===== config.mk =====
export PLATFORM = sky130hd
export DESIGN_NAME = joy_axis_timer
export DESIGN_NICKNAME = d
export VERILOG_FILES = /design/src/rtl/joy_axis_pkg.sv /design/src/rtl/joy_tick_gen.sv /design/src/rtl/joy_interval.sv /design/src/rtl/joy_axis_ctr.sv /design/src/rtl/joy_axis_timer.sv
export SDC_FILE = /design/constraint.sdc
export NUM_CORES = 1
export LEC_CHECK = 0
export ABC_AREA = 1
export BUFFER_PORTS_ARGS = -buffer_cell sky130_fd_sc_hd__buf_2
export CAP_MARGIN = 5
export CORE_MARGIN = 4
export CORE_UTILIZATION = 40
export DETAILED_ROUTE_END_ITERATION = 12
export GPL_TIMING_DRIVEN = 0
export PLACE_DENSITY = 0.59
export REMOVE_ABC_BUFFERS = 1
export SYNTH_ARGS = -nofsm -noshare
export SYNTH_HDL_FRONTEND = slang
export SYNTH_SLANG_ARGS = --single-unit

===== constraint.sdc =====
create_clock -name clk -period 7.4 [get_ports clk]
set_input_delay 1.11 -clock clk [delete_from_list [all_inputs] [get_ports clk]]
set_output_delay 1.11 -clock clk [all_outputs]
set_load 0.1 [all_outputs]

===== src/rtl/joy_axis_pkg.sv =====
`timescale 1ns/1ps
package joy_axis_pkg;

    localparam int NUM_AXES = 4;

    typedef enum logic [1:0] {
        REG_AXCFG = 2'd0,
        REG_VALUE = 2'd1,
        REG_HWCFG = 2'd2,
        REG_NONE  = 2'd3
    } reg_sel_e;

    typedef enum logic [1:0] {
        RATE_FULL      = 2'd0,
        RATE_HALF      = 2'd1,
        RATE_TWENTIETH = 2'd2,
        RATE_SLOW      = 2'd3
    } rate_e;

    // axis configuration, 7 writable bits; ready is appended on read
    typedef struct packed {
        logic                cont;
        logic [1:0]          pick;
        logic [NUM_AXES-1:0] en;
    } axcfg_t;

    // rate and interrupt configuration
    typedef struct packed {
        rate_e rate;
        logic  irq_en;
    } hwcfg_t;

endpackage


===== src/rtl/joy_tick_gen.sv =====
`timescale 1ns/1ps
module joy_tick_gen
    import joy_axis_pkg::*;
#(
    parameter int DIV_HALF      = 2,
    parameter int DIV_TWENTIETH = 20,
    parameter int DIV_SLOW      = 200
) (
    input  logic  clk,
    input  logic  rst,
    input  logic  restart,
    input  rate_e rate,
    output logic  tick
);
    localparam int PW = $clog2(DIV_SLOW);

    logic [PW-1:0] pcnt;
    logic [PW-1:0] lim;

    always_comb begin
        case (rate)
            RATE_HALF:      lim = PW'(DIV_HALF - 1);
            RATE_TWENTIETH: lim = PW'(DIV_TWENTIETH - 1);
            RATE_SLOW:      lim = PW'(DIV_SLOW - 1);
            default:        lim = '0;
        endcase
    end

    assign tick = (pcnt >= lim);

    always_ff @(posedge clk) begin
        if (rst || restart) pcnt <= '0;
        else if (tick)      pcnt <= '0;
        else                pcnt <= pcnt + 1'b1;
    end


    tick_spacing_chk: assert property (@(posedge clk) disable iff (rst)
        tick |=> (!tick || rate == RATE_FULL));

endmodule


===== src/rtl/joy_interval.sv =====
`timescale 1ns/1ps
module joy_interval #(
    parameter int INTERVAL = 800000
) (
    input  logic clk,
    input  logic rst,
    input  logic enable,
    output logic fire
);
    localparam int IW = $clog2(INTERVAL);

    logic [IW-1:0] icnt;
    logic          wrap;

    assign wrap = (icnt == IW'(INTERVAL - 1));
    assign fire = enable && wrap;

    always_ff @(posedge clk) begin
        if (rst || !enable) icnt <= '0;
        else if (wrap)      icnt <= '0;
        else                icnt <= icnt + 1'b1;
    end


    fire_spacing_chk: assert property (@(posedge clk) disable iff (rst)
        fire |=> !fire);

endmodule


===== src/rtl/joy_axis_ctr.sv =====
`timescale 1ns/1ps
module joy_axis_ctr #(
    parameter int CNT_W = 16
) (
    input  logic             clk,
    input  logic             rst,
    input  logic             start,
    input  logic             en,
    input  logic             comp,
    input  logic             tick,
    input  logic             halt,
    output logic [CNT_W-1:0] cnt,
    output logic             run,
    output logic             at_max
);
    localparam logic [CNT_W-1:0] FULL = '1;

    assign at_max = (cnt == FULL);

    always_ff @(posedge clk) begin
        if (rst) begin
            cnt <= '0;
            run <= 1'b0;
        end else if (start) begin
            cnt <= '0;
            run <= en;
        end else if (halt) begin
            run <= 1'b0;
        end else if (run) begin
            if (!comp || at_max) run <= 1'b0;
            else if (tick)       cnt <= cnt + 1'b1;
        end
    end


    idle_hold_chk: assert property (@(posedge clk) disable iff (rst)
        (!run && !start) |=> $stable(cnt));


    sat_stop_chk: assert property (@(posedge clk) disable iff (rst)
        (at_max && !start) |=> !run);

endmodule


===== src/rtl/joy_axis_timer.sv =====
`timescale 1ns/1ps
module joy_axis_timer
    import joy_axis_pkg::*;
#(
    parameter int CNT_W         = 16,
    parameter int DIV_HALF      = 2,
    parameter int DIV_TWENTIETH = 20,
    parameter int DIV_SLOW      = 200,
    parameter int INTERVAL      = 800000
) (
    input  logic             clk,
    input  logic             rst,
    input  logic             wr_en,
    input  logic             rd_en,
    input  logic [1:0]       addr,
    input  logic [6:0]       wdata,
    input  logic [3:0]       comp_in,
    output logic [CNT_W-1:0] rdata,
    output logic             irq
);
    axcfg_t   cfg_q;
    hwcfg_t   hw_q;
    logic     ready_q;
    logic     active_q;
    reg_sel_e sel;

    logic wr_val, rd_val, fire, trig, tick, done;
    logic [NUM_AXES-1:0] run;
    logic [NUM_AXES-1:0] at_max;
    logic [CNT_W-1:0]    cnt [NUM_AXES];
    logic [CNT_W-1:0]    lat [NUM_AXES];

    assign sel    = reg_sel_e'(addr);
    assign wr_val = wr_en && (sel == REG_VALUE);
    assign rd_val = rd_en && (sel == REG_VALUE);
    assign trig   = wr_val || fire;
    assign done   = active_q && ((run == '0) || (|at_max));

    joy_tick_gen #(
        .DIV_HALF(DIV_HALF), .DIV_TWENTIETH(DIV_TWENTIETH), .DIV_SLOW(DIV_SLOW)
    ) u_tick (
        .clk(clk), .rst(rst), .restart(trig), .rate(hw_q.rate), .tick(tick)
    );

    joy_interval #(.INTERVAL(INTERVAL)) u_ivl (
        .clk(clk), .rst(rst), .enable(cfg_q.cont), .fire(fire)
    );

    for (genvar g = 0; g < NUM_AXES; g++) begin : g_axis
        joy_axis_ctr #(.CNT_W(CNT_W)) u_ctr (
            .clk(clk), .rst(rst), .start(trig), .en(cfg_q.en[g]),
            .comp(comp_in[g]), .tick(tick), .halt(done),
            .cnt(cnt[g]), .run(run[g]), .at_max(at_max[g])
        );

        always_ff @(posedge clk) begin
            if (rst)                lat[g] <= '0;
            else if (done && !trig) lat[g] <= cnt[g];
        end
    end

    always_ff @(posedge clk) begin
        if (rst) begin
            cfg_q <= '0;
            hw_q  <= '0;
        end else if (wr_en && sel == REG_AXCFG) begin
            cfg_q <= axcfg_t'(wdata);
        end else if (wr_en && sel == REG_HWCFG) begin
            hw_q <= hwcfg_t'(wdata[2:0]);
        end
    end

    always_ff @(posedge clk) begin
        if (rst) begin
            active_q <= 1'b0;
            ready_q  <= 1'b0;
        end else if (trig) begin
            active_q <= 1'b1;
            ready_q  <= 1'b0;
        end else if (done) begin
            active_q <= 1'b0;
            ready_q  <= 1'b1;
        end else if (rd_val) begin
            ready_q  <= 1'b0;
        end
    end

    always_comb begin
        case (sel)
            REG_AXCFG: rdata = CNT_W'({ready_q, cfg_q});
            REG_VALUE: rdata = lat[cfg_q.pick];
            REG_HWCFG: rdata = CNT_W'(hw_q);
            default:   rdata = '0;
        endcase
    end

    assign irq = ready_q && hw_q.irq_en;


    ready_rise_chk: assert property (@(posedge clk) disable iff (rst)
        $rose(ready_q) |-> $past(active_q));


    rd_clear_chk: assert property (@(posedge clk) disable iff (rst)
        (rd_val && ready_q && !done && !trig) |=> !ready_q);

endmodule


After elaboration in Yosys (flattened, before gate mapping)
Memories as Yosys holds them, arrays and structs flattened. A register that Yosys moved wholly into a read port is not among the register bits.
Cells that the tools add are included.
- bits in registers: 108
- bits in latches: 0
- bits in writable memories: 64
- bits in read-only memories: 0
- input port bits: 17
- output and inout port bits: 17
- word-level logic and storage cells: 113
- memories kept: 1
- memories (memory ; depth ; width ; read ports ; clocked after Yosys merged registers in ; wr ports ; RTL line ; text):
    lat ; 4 ; 16 ; 1 ; 1 ; 4 ; joy_axis_timer.sv:31 ; logic [CNT_W-1:0] lat [NUM_AXES];
- $add $sub $neg: 6
- multiply operators: 0
- div/mod/pow operators: 0
- magnitude comparators: 1
- eq/ne operators: 10
- shift operators: 0
- muxes and demuxes: 33
- bitwise logic cells: 10
- reduce and logical (&&, ||, !) cells: 35
- operator list (cell ; count):
    $add 16x1->16 const B ; 4
    $eq 16x16->1 const B ; 4
    $mux 16 ; 4
    $pmux 16 s3 ; 1
    $mux 1 ; 25
    $pmux 8 s3 ; 1
    $add 20x1->20 const B ; 1
    $eq 20x20->1 const B ; 1
    $reduce_and 4->1 ; 4
    $add 8x1->8 const B ; 1
    $ge 8x8->1 ; 1
    $logic_and 1x1->1 ; 8
    $logic_or 1x1->1 ; 8
    $eq 2x2->1 const B ; 3
    $logic_not 1->1 ; 6
    $not 1->1 ; 6
    $reduce_or 2->1 ; 3
    $eq 2x1->1 const B ; 2
    $logic_not 4->1 ; 1
    $mux 2 ; 2
    $or 1x1->1 ; 4
    $reduce_bool 2->1 ; 2
    $reduce_or 4->1 ; 1
    $logic_not 2->1 ; 1
    $reduce_and 2->1 ; 1

Logic depth before layout (Yosys ltp)
- word-level depth: 9
- gate-level depth with buffers: 17

Hierarchy
From an unflattened synthesis, not the netlist that was laid out.
- cells, all modules: 1397
- area total of the unflattened synthesis: 10252.3 um2
- by module, submodules not included (module ; instances ; cells an instance ; area each (um2)):
    joy_axis_ctr ; 4 ; 182 ; 1101.1
    joy_axis_timer ; 1 ; 439 ; 4150.2
    joy_interval ; 1 ; 158 ; 1164.9
    joy_tick_gen ; 1 ; 72 ; 533.0

Least setup slack after synthesis
Ideal clock, no wire load.
- path kind: in2reg
- start: input addr[0]
- end: memory lat[0][0], enable pin
- library setup time: 0.574 ns
- arrival: 6.179 ns
- required time: 6.826 ns
- path slack: 0.647 ns
- stages: 7
- path buffers: 0
- path through: inv_1 -> nor2_1 -> inv_1 -> nor2_1 -> inv_1 -> o21ai_4 -> o21ai_0
- RTL lines (what ; RTL line ; text):
    start, declared ; joy_axis_timer.sv:15 ; input logic [1:0] addr,
    end, declared ; joy_axis_timer.sv:31 ;

==> impl_metrics.ini <==
[outcome]
run_status = finished, final reports clean

[floorplan]
fp.coreArea_mm2 = 0.0234
die_w_um = 162
io_pins = 34
num_rows = 56
initial_core_util = 0.406
dieArea_mm2 = 0.0263
fp.dieH_um = 162

[grt]
use_met1 = 0.250
antenna_found_initial = 0
grt_max_degree = 92
grt_remaining_overflow = 0
grt_pass1_vias = 7253
grt-busiest-layer = met2
use_met2 = 0.269
globalRouteMet3Util = 0.0345
track_usage = 0.173
grt_pass1_wl_um = 36900

[synthesis]
synth_ff_type = dfxtp_1
synth_fa_ha_area_frac = 0.0158
yosys.area.top_type_share = 0.232
synth_compound_area_frac = 0.0590
syn_inst = 1244
synth_edf_count = 64
synthArstFlopShare = 0
synth_xor_area_frac = 0.0304
yosysMostFrequentCell = nor2_1
yosys.area_share.simple = 0.359
ys_top_cells_by_count = nor2_1 (277), nand2_1 (229), inv_1 (157)
ys_ff_latch = 174
ys_seq_area_frac = 0.434
yosysUniqueCellTypes = 42
yosysWarnings = 0
synth_area_leaders = dfxtp_1 (23%), edfxtp_1 (20%), nor2_1 (11%), nand2_1 (9.0%), inv_1 (6.2%)
synth_mux_area_frac = 0
avgSynthCellArea_um2 = 7.64
synth_top_family_by_area = simple AND/OR/NAND/NOR gates
synth_top_cell_by_area = dfxtp_1
netlist_area_mm2 = 0.00950

[route]
dr.pass1.iters = 5
viasPerCell = 4.88
vias = 7719
ant_nets = 0
route.detailed.drc = 0
post_drt_wl_per_cell_um = 13.9
drt_iter0_markers = 693
wl_um = 22000

[critical_path]
path_max_fanout = 19
crit_path_end_kind = output pin
reg2reg_depth = 11
cp_num_cells = 5
ff2ff_setup_slack_ns = 3.99
cp_num_buf_inv = 2
reg2reg_to = lat[0][3]
path_class = flop to output pin
critPathArrivalTime_ns = 3.17
cpMaxStageDelayCell = clkinv_1
cp-start-kind = flop
reg2reg_from = g_axis[3].u_ctr.cnt[0]
crit_required_ns = 6.29
max_stage_delay_ns = 0.78
crit_end = rdata[9]
cp_cell_sequence = clkinv_1 -> nor2_1 -> o21ai_0 -> a21oi_1 -> buf_2
cp_top_family = buffers and inverters

[placed_design]
portBuffers = 33
place_worst_setup_slack_ns = 3.09
dp_cells = 1550
dp_hpwl_um = 15100
gp_congestion = 0.811

[timing]
hold_violations = 0
finalCritPeriodShare = 0.579
relSlewSlack = 0.360
grt_setup_unrepaired = no
worst_pin_slew_ns = 0.957
setup_ws_ns = 3.12
setup_viol = 0
fmax_ghz = 0.234
period_minus_slack_ns = 4.28
report.final.slew_viol_count = 0
fin_skew_ns = 0.0104
fin_tns_setup_ns = 0

[cts]
cts_tree = built
cts_root_buf = clkbuf_16
cts_setup_buffers = 0
cts.hold.buffers_added = 0
cts.sinks = 174
insertion_delay_ns = 0.43
h-tree-depth = 4
cts.reportedPaths.clkPinSlew_ns = 0.07
post_cts_resized = 0
cts_buffers = 17
cts_buffer_depth = 2

[power]
power_density_mw_per_mm2 = 202
vdd_drop_max_mv = 0.150
p_leak_uw = 0.00393
fin_total_pwr_uw = 2110

[flow_run]
cap_violations = 0

[finish]
drive_above_1_share = 0.118
area_growth_pct = 10.1
nets = 1279
instances_no_fill = 1582
post-route-util = 0.447
num-fill-cells = 2414
diodes = 0

[min_path]
min_path_type = flop to flop
-- registers in the layout, summed over array words and instances (netlist names), 3 cells and up, named ones only --
signal,flops
cfg_q,7
g_axis.u_ctr.cnt,64
g_axis.u_ctr.run,4
hw_q,3
lat,64
u_ivl.icnt,20
u_tick.pcnt,8
-- per-layer routing --
layer  up-vias  share of wire
met5         -              0
met4         0         0.0092
met3        10          0.044
met2       139           0.44
met1      3553           0.50
li1       4017              -
-- cells in the final DEF (no fill, tap or decap), types with 2 or more instances in the layout --
cell type	instances
nand3_1	44
nor3_2	21
nor3_1	29
clkbuf_16	18
inv_1	157
a221o_1	2
ha_1	12
nor4_1	2
inv_2	2
nand3_2	4
a21oi_1	41
nor3b_2	27
o21ai_4	2
dfxtp_1	109
nand2_1	229
o211ai_1	3
clkinv_4	3
inv_6	5
nor2_2	6
buf_2	33
o22ai_1	3
xor2_1	27
xnor2_1	6
nor2_1	277
nand4_1	57
nor2_4	3
nand2_2	4
buf_16	3
edfxtp_1	64
buf_12	4
a32o_1	3
o21ai_0	41
nor3b_1	4
-- worst min-delay path by stage --
stage | startpoint | end | slack, ns | depth (start not counted)
after floorplan | u_ivl.icnt[0] | u_ivl.icnt[0] | 0.42 | 1
after CTS | u_ivl.icnt[0] | u_ivl.icnt[0] | 0.46 | 1
after detailed placement | u_ivl.icnt[0] | u_ivl.icnt[0] | 0.44 | 1
final | u_ivl.icnt[0] | u_ivl.icnt[0] | 0.45 | 1
after global routing | u_ivl.icnt[0] | u_ivl.icnt[0] | 0.46 | 1
after global placement | u_ivl.icnt[0] | u_ivl.icnt[0] | 0.43 | 1
-- cells by family after synthesis --
logic type | after synthesis
compound gates | 98
xor+xnor | 33
fa+ha+maj | 12
buf+inv | 214
flops | 174
simple gates | 713
-- area by class of cell --
| cell class | count | area, um2 | area share |
|---|---|---|---|
| clock buffer | 20 | 468 | 0.0447 |
| tap | 319 | 399 | 0.0381 |
| multi-input combinational | 856 | 4430 | 0.424 |
| sequential | 174 | 4130 | 0.394 |
| clock inverter | 12 | 100 | 0.00956 |
| inverter | 160 | 601 | 0.0574 |
| timing repair buffer | 41 | 339 | 0.0324 |
-- power by group --
part           switching [uW]  total, uW  internal (uW)
Sequential               16.8       1030           1020
Clock                     409        877            468
Combinational             155        202           47.2
Total                     580       2110           1530
-- stage by stage --
stage	area, um2	hold slack, ns
6_report	10500	0.452
5_1_grt	10500	0.461
4_1_cts	10500	0.458
3_5_place_dp	9900	0.441
3_3_place_gp	9700	0.433
2_1_floorplan	9130	0.418
(Power assumes the default switching activity.)
